===== config.mk =====
export PLATFORM = sky130hd
export DESIGN_NAME = patch_bkpt_unit
export DESIGN_NICKNAME = d
export VERILOG_FILES = /design/src/rtl/pbu_pkg.sv /design/src/rtl/pbu_cfg_regs.sv /design/src/rtl/pbu_cmp_bank.sv /design/src/rtl/patch_bkpt_unit.sv
export SDC_FILE = /design/constraint.sdc
export NUM_CORES = 1
export LEC_CHECK = 0
export ABC_CLOCK_PERIOD_IN_PS = 8500
export BUFFER_PORTS_ARGS = -buffer_cell sky130_fd_sc_hd__buf_2
export CAP_MARGIN = 10
export CELL_PAD_IN_SITES_DETAIL_PLACEMENT = 2
export CELL_PAD_IN_SITES_GLOBAL_PLACEMENT = 2
export CORE_MARGIN = 1
export CORE_UTILIZATION = 43
export CTS_CLUSTER_SIZE = 10
export DETAILED_ROUTE_END_ITERATION = 8
export MAX_ROUTING_LAYER = met4
export PLACE_DENSITY = 0.84
export SLEW_MARGIN = 5
export SYNTH_ARGS = -nofsm -noshare
export SYNTH_HDL_FRONTEND = slang
export SYNTH_SLANG_ARGS = --single-unit

===== constraint.sdc =====
create_clock -name clk -period 8.5 [get_ports clk]
set_input_delay 1.7 -clock clk [delete_from_list [all_inputs] [get_ports clk]]
set_output_delay 1.7 -clock clk [all_outputs]
set_load 0.05 [all_outputs]

===== src/rtl/pbu_pkg.sv =====
package pbu_pkg;
   typedef enum logic {
      HIT_REMAP = 1'b0,
      HIT_BREAK = 1'b1
   } hit_kind_e;

   localparam int unsigned FLD_ENABLE = 0;
   localparam int unsigned FLD_KIND   = 1;
   localparam int unsigned FLD_MASTER = 0;
   localparam int unsigned WORD_LSB   = 2;
endpackage


===== src/rtl/pbu_cfg_regs.sv =====
module pbu_cfg_regs
   import pbu_pkg::*;
#(
   parameter int unsigned ADDR_W = 32,
   parameter int unsigned N_CMP  = 8,
   parameter int unsigned IDX_W  = 4,
   localparam int unsigned WW    = ADDR_W - WORD_LSB
) (
   input  logic                clk,
   input  logic                rst_n,
   input  logic                wr_en,
   input  logic [IDX_W-1:0]    wr_idx,
   input  logic [ADDR_W-1:0]   wr_data,
   output logic [N_CMP*WW-1:0] cmp_word,
   output logic [N_CMP-1:0]    cmp_en,
   output logic [N_CMP-1:0]    cmp_kind,
   output logic [WW-1:0]       base_word,
   output logic                master_en
);

   for (genvar i = 0; i < N_CMP; i++) begin : g_cmp
      logic sel;
      assign sel = wr_en && (wr_idx == IDX_W'(i));

      always_ff @(posedge clk or negedge rst_n) begin
         if (!rst_n) begin
            cmp_word[i*WW +: WW] <= '0;
            cmp_en[i]            <= 1'b0;
            cmp_kind[i]          <= HIT_REMAP;
         end else if (sel) begin
            cmp_word[i*WW +: WW] <= wr_data[ADDR_W-1:WORD_LSB];
            cmp_en[i]            <= wr_data[FLD_ENABLE];
            cmp_kind[i]          <= wr_data[FLD_KIND];
         end
      end
   end

   logic ctl_sel;
   assign ctl_sel = wr_en && (wr_idx == IDX_W'(N_CMP));

   always_ff @(posedge clk or negedge rst_n) begin
      if (!rst_n) begin
         base_word <= '0;
         master_en <= 1'b0;
      end else if (ctl_sel) begin
         base_word <= wr_data[ADDR_W-1:WORD_LSB];
         master_en <= wr_data[FLD_MASTER];
      end
   end

endmodule


===== src/rtl/pbu_cmp_bank.sv =====
module pbu_cmp_bank #(
   parameter int unsigned WW   = 30,
   parameter int unsigned N    = 6,
   localparam int unsigned LIW = (N > 1) ? $clog2(N) : 1
) (
   input  logic [WW-1:0]   look_word,
   input  logic            look_ok,
   input  logic [N*WW-1:0] words,
   input  logic [N-1:0]    en,
   input  logic [N-1:0]    kind,
   output logic            hit,
   output logic [LIW-1:0]  hit_idx,
   output logic            hit_kind
);

   logic [N-1:0] match;

   for (genvar i = 0; i < N; i++) begin : g_match
      assign match[i] = look_ok && en[i] && (words[i*WW +: WW] == look_word);
   end

   // scan from the top so the lowest matching index is written last
   always_comb begin
      hit      = 1'b0;
      hit_idx  = '0;
      hit_kind = 1'b0;
      for (int i = N - 1; i >= 0; i--) begin
         if (match[i]) begin
            hit      = 1'b1;
            hit_idx  = LIW'(i);
            hit_kind = kind[i];
         end
      end
   end

endmodule


===== src/rtl/patch_bkpt_unit.sv =====
module patch_bkpt_unit
   import pbu_pkg::*;
#(
   parameter int unsigned ADDR_W      = 32,
   parameter int unsigned N_INSTR     = 6,
   parameter int unsigned N_LIT       = 2,
   parameter int unsigned REGION_BITS = 3,
   localparam int unsigned N_CMP      = N_INSTR + N_LIT,
   localparam int unsigned IDX_W      = $clog2(N_CMP + 1)
) (
   input  logic              clk,
   input  logic              rst_n,
   input  logic              cfg_wr_en,
   input  logic [IDX_W-1:0]  cfg_wr_idx,
   input  logic [ADDR_W-1:0] cfg_wr_data,
   input  logic              acc_valid,
   input  logic              acc_is_lit,
   input  logic [ADDR_W-1:0] acc_addr,
   output logic [ADDR_W-1:0] out_addr,
   output logic              remap_hit,
   output logic              bkpt_req
);

   localparam int unsigned WW    = ADDR_W - WORD_LSB;
   localparam int unsigned LIW_I = (N_INSTR > 1) ? $clog2(N_INSTR) : 1;
   localparam int unsigned LIW_L = (N_LIT > 1) ? $clog2(N_LIT) : 1;

   if (N_INSTR < 1) begin : g_bad_instr
      $error("patch_bkpt_unit: N_INSTR must be at least 1");
   end
   if (N_LIT < 1) begin : g_bad_lit
      $error("patch_bkpt_unit: N_LIT must be at least 1");
   end
   if (REGION_BITS < 1 || REGION_BITS >= WW) begin : g_bad_region
      $error("patch_bkpt_unit: REGION_BITS out of range");
   end
   if (ADDR_W < 8) begin : g_bad_addr
      $error("patch_bkpt_unit: ADDR_W too small");
   end

   logic [N_CMP*WW-1:0] cmp_word;
   logic [N_CMP-1:0]    cmp_en;
   logic [N_CMP-1:0]    cmp_kind;
   logic [WW-1:0]       base_word;
   logic                master_en;

   pbu_cfg_regs #(
      .ADDR_W (ADDR_W),
      .N_CMP  (N_CMP),
      .IDX_W  (IDX_W)
   ) u_regs (
      .clk       (clk),
      .rst_n     (rst_n),
      .wr_en     (cfg_wr_en),
      .wr_idx    (cfg_wr_idx),
      .wr_data   (cfg_wr_data),
      .cmp_word  (cmp_word),
      .cmp_en    (cmp_en),
      .cmp_kind  (cmp_kind),
      .base_word (base_word),
      .master_en (master_en)
   );

   logic          in_code;
   logic          look_ok;
   logic [WW-1:0] look_word;

   assign in_code   = (acc_addr[ADDR_W-1 -: REGION_BITS] == '0);
   assign look_ok   = acc_valid && master_en && in_code;
   assign look_word = acc_addr[ADDR_W-1:WORD_LSB];

   logic             i_hit, i_kind;
   logic [LIW_I-1:0] i_idx;
   logic             l_hit, l_kind;
   logic [LIW_L-1:0] l_idx;

   pbu_cmp_bank #(
      .WW (WW),
      .N  (N_INSTR)
   ) u_fetch_bank (
      .look_word (look_word),
      .look_ok   (look_ok && !acc_is_lit),
      .words     (cmp_word[N_INSTR*WW-1:0]),
      .en        (cmp_en[N_INSTR-1:0]),
      .kind      (cmp_kind[N_INSTR-1:0]),
      .hit       (i_hit),
      .hit_idx   (i_idx),
      .hit_kind  (i_kind)
   );

   pbu_cmp_bank #(
      .WW (WW),
      .N  (N_LIT)
   ) u_lit_bank (
      .look_word (look_word),
      .look_ok   (look_ok && acc_is_lit),
      .words     (cmp_word[N_CMP*WW-1:N_INSTR*WW]),
      .en        (cmp_en[N_CMP-1:N_INSTR]),
      .kind      (cmp_kind[N_CMP-1:N_INSTR]),
      .hit       (l_hit),
      .hit_idx   (l_idx),
      .hit_kind  (l_kind)
   );

   logic             sel_hit;
   hit_kind_e        sel_kind;
   logic [IDX_W-1:0] sel_idx;
   logic [WW-1:0]    target_word;

   always_comb begin
      if (acc_is_lit) begin
         sel_hit  = l_hit;
         sel_kind = hit_kind_e'(l_kind);
         sel_idx  = IDX_W'(N_INSTR) + IDX_W'(l_idx);
      end else begin
         sel_hit  = i_hit;
         sel_kind = hit_kind_e'(i_kind);
         sel_idx  = IDX_W'(i_idx);
      end
   end

   assign target_word = base_word + WW'(sel_idx);

   always_comb begin
      out_addr  = acc_addr;
      remap_hit = 1'b0;
      bkpt_req  = 1'b0;
      if (sel_hit) begin
         if (sel_kind == HIT_REMAP) begin
            out_addr  = {target_word, acc_addr[WORD_LSB-1:0]};
            remap_hit = 1'b1;
         end else begin
            bkpt_req  = 1'b1;
         end
      end
   end

endmodule


---- Word-level counts from Yosys, hierarchy flattened ----
Cells that the tools add are included.
storage, ports and cells
  register bits after elaboration ......... 287
  input port bits ......................... 73
  output and inout port bits .............. 34
  logic and storage cells ................. 108
operators by class
  add/subtract/negate cells ............... 2
  equal/unequal tests ..................... 16
  muxes and demuxes ....................... 32
  reduce and logical (&&, ||, !) cells .... 32
operators by type and width
  operator                                                         number
  30-bit == test                                                   8
  32-bit 2-to-1 mux                                                2
  30-bit by 4-bit adder with 30-bit output                         1
  1-bit logical AND                                                29
  1-bit 2-to-1 mux                                                 23
  3-bit 2-to-1 mux                                                 6
  4-bit by 3-bit == test with 1-bit output, second input constant  4
  4-bit by 2-bit == test with 1-bit output, second input constant  2
  3-bit by 1-bit adder with 4-bit output, first input constant     1
  4-bit by 1-bit == test with 1-bit output, second input constant  1
  4-bit == test, second input constant                             1
  4-bit zero test                                                  1
  4-bit 2-to-1 mux                                                 1
  3-bit zero test                                                  1
  1-bit zero test                                                  1

---- Logic depth before layout (Yosys ltp) ----
  word-level depth ........................ 15
  gate-level depth with buffers ........... 20
  depth with buffers taken out ............ 19

---- By module ----
Synthesis repeated with hierarchy kept, for this count alone.
unflattened totals
  cells, all modules ...................... 1190
  area, all modules ....................... 15005.6 um^2
by module, submodules not included
  module                        cells an instance  times used  seq. area each (um^2)  area each (um^2)
  pbu_cfg_regs                  618                1           7181.9                 10814.1
  pbu_cmp_bank at u_fetch_bank  297                1           0.0                    2373.5
  patch_bkpt_unit               187                1           0.0                    1118.6
  pbu_cmp_bank at u_lit_bank    88                 1           0.0                    699.4

---- Least setup slack after synthesis ----
Ideal clock, no wire load.
  path type ............................... input port to output port
  start point ............................. input port acc_addr[17]
  end point ............................... output port out_addr[30]
  path buffers ............................ 1
  path slack .............................. 0.368 ns
  arrival ................................. 6.432 ns
  stages .................................. 20
  data required time ...................... 6.800 ns
  path through ............................ clkbuf_1 xor2_1 or4_1 nor2_1 and4_1 nand2_1 a21boi_0 o21ai_0 o21ai_0 ha_1 inv_1 fa_1 nor2b_1 o21ai_0 or3_1 nor4_1 and4_1 nand4_1 xor2_1 o21bai_1
between the ends
  word-level cells in the longest chain between the ends .. 12
  elaborated cells on any way between the ends .. 46
  those cells by class .................... add/sub: 2; eq/ne: 8; mux: 28; reduce/logical: 8
RTL lines
  what                                      line                    text
  from (decl)                               patch_bkpt_unit.sv:18   input logic [ADDR_W-1:0] acc_addr,
  30-bit == test                            pbu_cmp_bank.sv:19      assign match[i] = look_ok && en[i] && (words[i*WW +: WW] == look_word);
  1-bit logical AND                         pbu_cmp_bank.sv:19
  3-bit 2-to-1 mux (6 in a row)             pbu_cmp_bank.sv:28      if (match[i]) begin
  4-bit 2-to-1 mux                          patch_bkpt_unit.sv:111  if (acc_is_lit) begin
  30-bit by 4-bit adder with 30-bit output  patch_bkpt_unit.sv:122  assign target_word = base_word + WW'(sel_idx);
  32-bit 2-to-1 mux                         patch_bkpt_unit.sv:129  if (sel_kind == HIT_REMAP) begin
  32-bit 2-to-1 mux *                       patch_bkpt_unit.sv:128  if (sel_hit) begin
  to (decl)                                 patch_bkpt_unit.sv:19   output logic [ADDR_W-1:0] out_addr,
Every way passes the cells marked *; elsewhere a longest branch is shown, timed or not.

---- Worst setup path in the final report ----
  start point ............................. input port acc_addr[2]
  end point ............................... output port out_addr[31]
The elaborated chain is that of the path after synthesis.

==> flow_summary_export.csv <==
group,metric,value,unit
run_status,status,"completed",
flow_run,max_cap_violations,0,
placement,dp_slack,0.193,ns
min_path,min_to,"u_regs.cmp_kind[4]",
synth,synth_cells,1186,
grt,grtUsageTotal,34.8,%
synth,ys_warn_count,0,
detailed_routing,remaining_drc_errors,0,
setup_path,worstRegToRegCells,1,
placement,dp_cells,1721,
synth,ys_top_cells_by_area,"dfrtp_1, mux2_2, xnor2_1, xor2_1, mux2_4",
final_layout,drive_gt1_share,39.4,%
timing,tns,0,ns
power,p_per_area,265,nW/µm²
timing,max_freq,122,MHz
final_layout,n_fill_cell,3296,
detailed_routing,wl,59.5,mm
cts,cts_buffer_depth,3,
setup_path,critPathLaunchType,"primary input",
timing,drv_slew,0,
synth,synth_common_cells,"mux2_2, dfrtp_1, xnor2_1",
detailed_routing,vias,10600,
synth,synth_edf_count,0,
power,ir_worst_vdd,0.159,mV
synth,synth_top_area_share,47.8,%
timing,finalCriticalPeriod,8.23,ns
cts,cts_tree,"built",
final_layout,stdcell_count,1768,
grt,grt_pass1_wl,86.1,mm
detailed_routing,wl_per_cell,33.7,µm
grt,grt_max_degree,81,
min_path,min_path_type,"flop to flop",
timing,timing.final.crit_share,96.8,%
die,die_area,35700,µm²
setup_path,r2r-start,"u_regs.base_word[3]",
detailed_routing,final_antenna_net_count,0,
setup_path,critPathArrivalTime,6.53,ns
final_layout,syn2layout_area_growth,14.4,%
timing,fin_skew,0,ns
synth,synthesis.area,15000,µm²
synth,yosysUniqueCellTypes,46,
die,initial_core_util,43.6,%
detailed_routing,drt_iter0_markers,732,
placement,gp_congestion,0.966,
synth,synth-main-ff-cell,"dfrtp_1",
final_layout,final_nets,1380,
die,rows,68,
timing,setup_viol,0,
setup_path,crit_type,"primary input to output port",
die,die_h,189,µm
placement,hpwl,42.8,mm
synth,yosysMostFrequentCell,"mux2_2",
die,num_io_pins,107,
cts,insertion_delay,0.50,ns
setup_path,worstReg2RegEnd,"u_regs.base_word[3]",
setup_path,critPathMaxFanout,9,
cts,htreeDepth,2,
power,leakagePower,7.29,nW
timing,layout_setup_ws,0.274,ns
die,die_x,189,µm
detailed_routing,vias_per_cell,6.00,
synth,avgSynthCellArea,12.7,µm²
synth,synth_area_leader_cell,"dfrtp_1",
timing,worst_pin_slew,1.17,ns
synth,synth_nets,1263,
detailed_routing,drt-pass1-iter-count,5,
final_layout,diodes,0,
min_path,worstHoldStart,"u_regs.cmp_kind[4]",
grt,grt_pass1_vias,11900,
timing,relSlewSlack,22.2,%
power,power,4.55,mW
grt,grt-ovfl-total,0,
cts,cts_buffers,35,
placement,portBuffers,102,
cts,cts_root_buffer,"clkbuf_16",
setup_path,reg2reg_slack,7.55,ns
synth,synth_seq_cells,287,
grt,antenna_found_initial,1,
synth,async_flop_share,100,%
synth,yosysSeqAreaShare,47.8,%
min_path,holdPathStages,1,
cts,cts.sinks,287,
cts,path_clk_slew,0.05,ns
setup_path,critical_path_required,6.80,ns
die,fp.coreArea,34500,µm²
setup_path,cp-end-kind,"output port",
timing,hold_viol_final,0,
[placed cells by master, fill, tap and decap left out, types with 2 or more instances in the layout]
| cell | n |
|---|---|
| mux2_4 | 26 |
| buf_2 | 100 |
| nand4_1 | 62 |
| or4_1 | 10 |
| o21ai_0 | 6 |
| and4_1 | 6 |
| nor4_1 | 35 |
| a21oi_1 | 2 |
| inv_1 | 12 |
| nor3_1 | 11 |
| and3_1 | 6 |
| nor4b_2 | 2 |
| xor2_1 | 92 |
| nor2_1 | 12 |
| nand3b_1 | 3 |
| nor2b_1 | 3 |
| nand4b_1 | 6 |
| clkbuf_8 | 2 |
| nor4b_1 | 2 |
| dfrtp_1 | 287 |
| buf_4 | 45 |
| mux2_2 | 288 |
| clkbuf_16 | 35 |
| nor4_2 | 3 |
| nand2_1 | 16 |
| nor3b_1 | 2 |
| o21bai_1 | 3 |
| mux2i_1 | 2 |
| clkbuf_1 | 9 |
| nor3b_2 | 2 |
| xnor2_1 | 173 |
| ha_1 | 3 |
| xnor2_2 | 5 |
| nand3_1 | 21 |
[metrics by stage]
stage,hold WS [ns],cell area [µm²],utilization [%]
6_report,0.515,17200,49.9
3_3_place_gp,0.481,16200,46.9
2_1_floorplan,0.471,15000,-
5_1_grt,0.532,17200,49.9
3_5_place_dp,0.500,16200,46.9
4_1_cts,0.512,17100,49.7
[worst max-delay path by stage]
stage | start | endpoint | slack, ns | cells after the start
global placement | acc_addr[27] | out_addr[30] | 0.32 | 23
finish | acc_addr[2] | out_addr[31] | 0.27 | 21
floorplan | acc_addr[17] | out_addr[30] | 0.37 | 20
global route | acc_addr[29] | out_addr[30] | -0.008 | 22
detailed placement | acc_addr[27] | out_addr[30] | 0.19 | 23
CTS | acc_addr[27] | out_addr[30] | 0.10 | 23
[metal layers]
metal  wire length [µm]  part of all wire [%]  track usage [%]
met1              24900                    42             44.1
met2              29800                    50             57.7
met3               2680                   4.5             3.74
met4               2150                   3.6             12.7
met5                  0                     0                -
[what timing repair did]
item                       in CTS  in global routing
hold buffers                    0                  0
setup endpoints to repair       0                  5
resized for setup               0                 11
setup buffers                   0                  0
[area by class of cell]
class	instances	area, µm²	share of cell area (%)
multi-input cells	820	7590	44.1
flip-flops and latches	287	7180	41.8
clock buffers	46	937	5.45
repair buffers	147	861	5.01
well taps	455	569	3.31
inverters	12	45.0	0.262
clock inverters	1	8.76	0.0510
[power by group]
part	internal, mW	switching (mW)	total [mW]
registers	1.69	0.279	1.97
clock network	0.761	0.567	1.33
logic	0.539	0.716	1.25
total	2.99	1.56	4.55
[flip-flops by register name, indices dropped and copies added, names as in the netlist]
signal            flops
u_regs.cmp_kind       8
u_regs.cmp_word     240
u_regs.base_word     30
u_regs.cmp_en         8
u_regs.master_en      1
[worst max-delay path: stages]
cell	delay (ns)
buf_2	0.20
xnor2_1	0.49
nand4_1	0.40
nor4_1	0.35
nand3_1	0.25
nand2_1	0.19
inv_1	0.06
a21oi_1	0.25
inv_1	0.08
ha_1	0.28
a21o_1	0.12
a21oi_1	0.09
nor4b_1	0.34
buf_4	0.27
nor4b_1	0.31
buf_4	0.18
nand4_1	0.22
nor2_1	0.24
xnor2_1	0.09
o21bai_1	0.11
buf_2	0.28
[cell families after synthesis]
kind of cell	after synthesis	synth area share (%)
xor+xnor	270	15.7
mux	316	24.3
buf+inv	79	2.31
flops	287	47.8
fa+ha+maj	4	0.383
simple gates	212	8.64
compound gates	18	0.816
(Power assumes the default switching activity.)
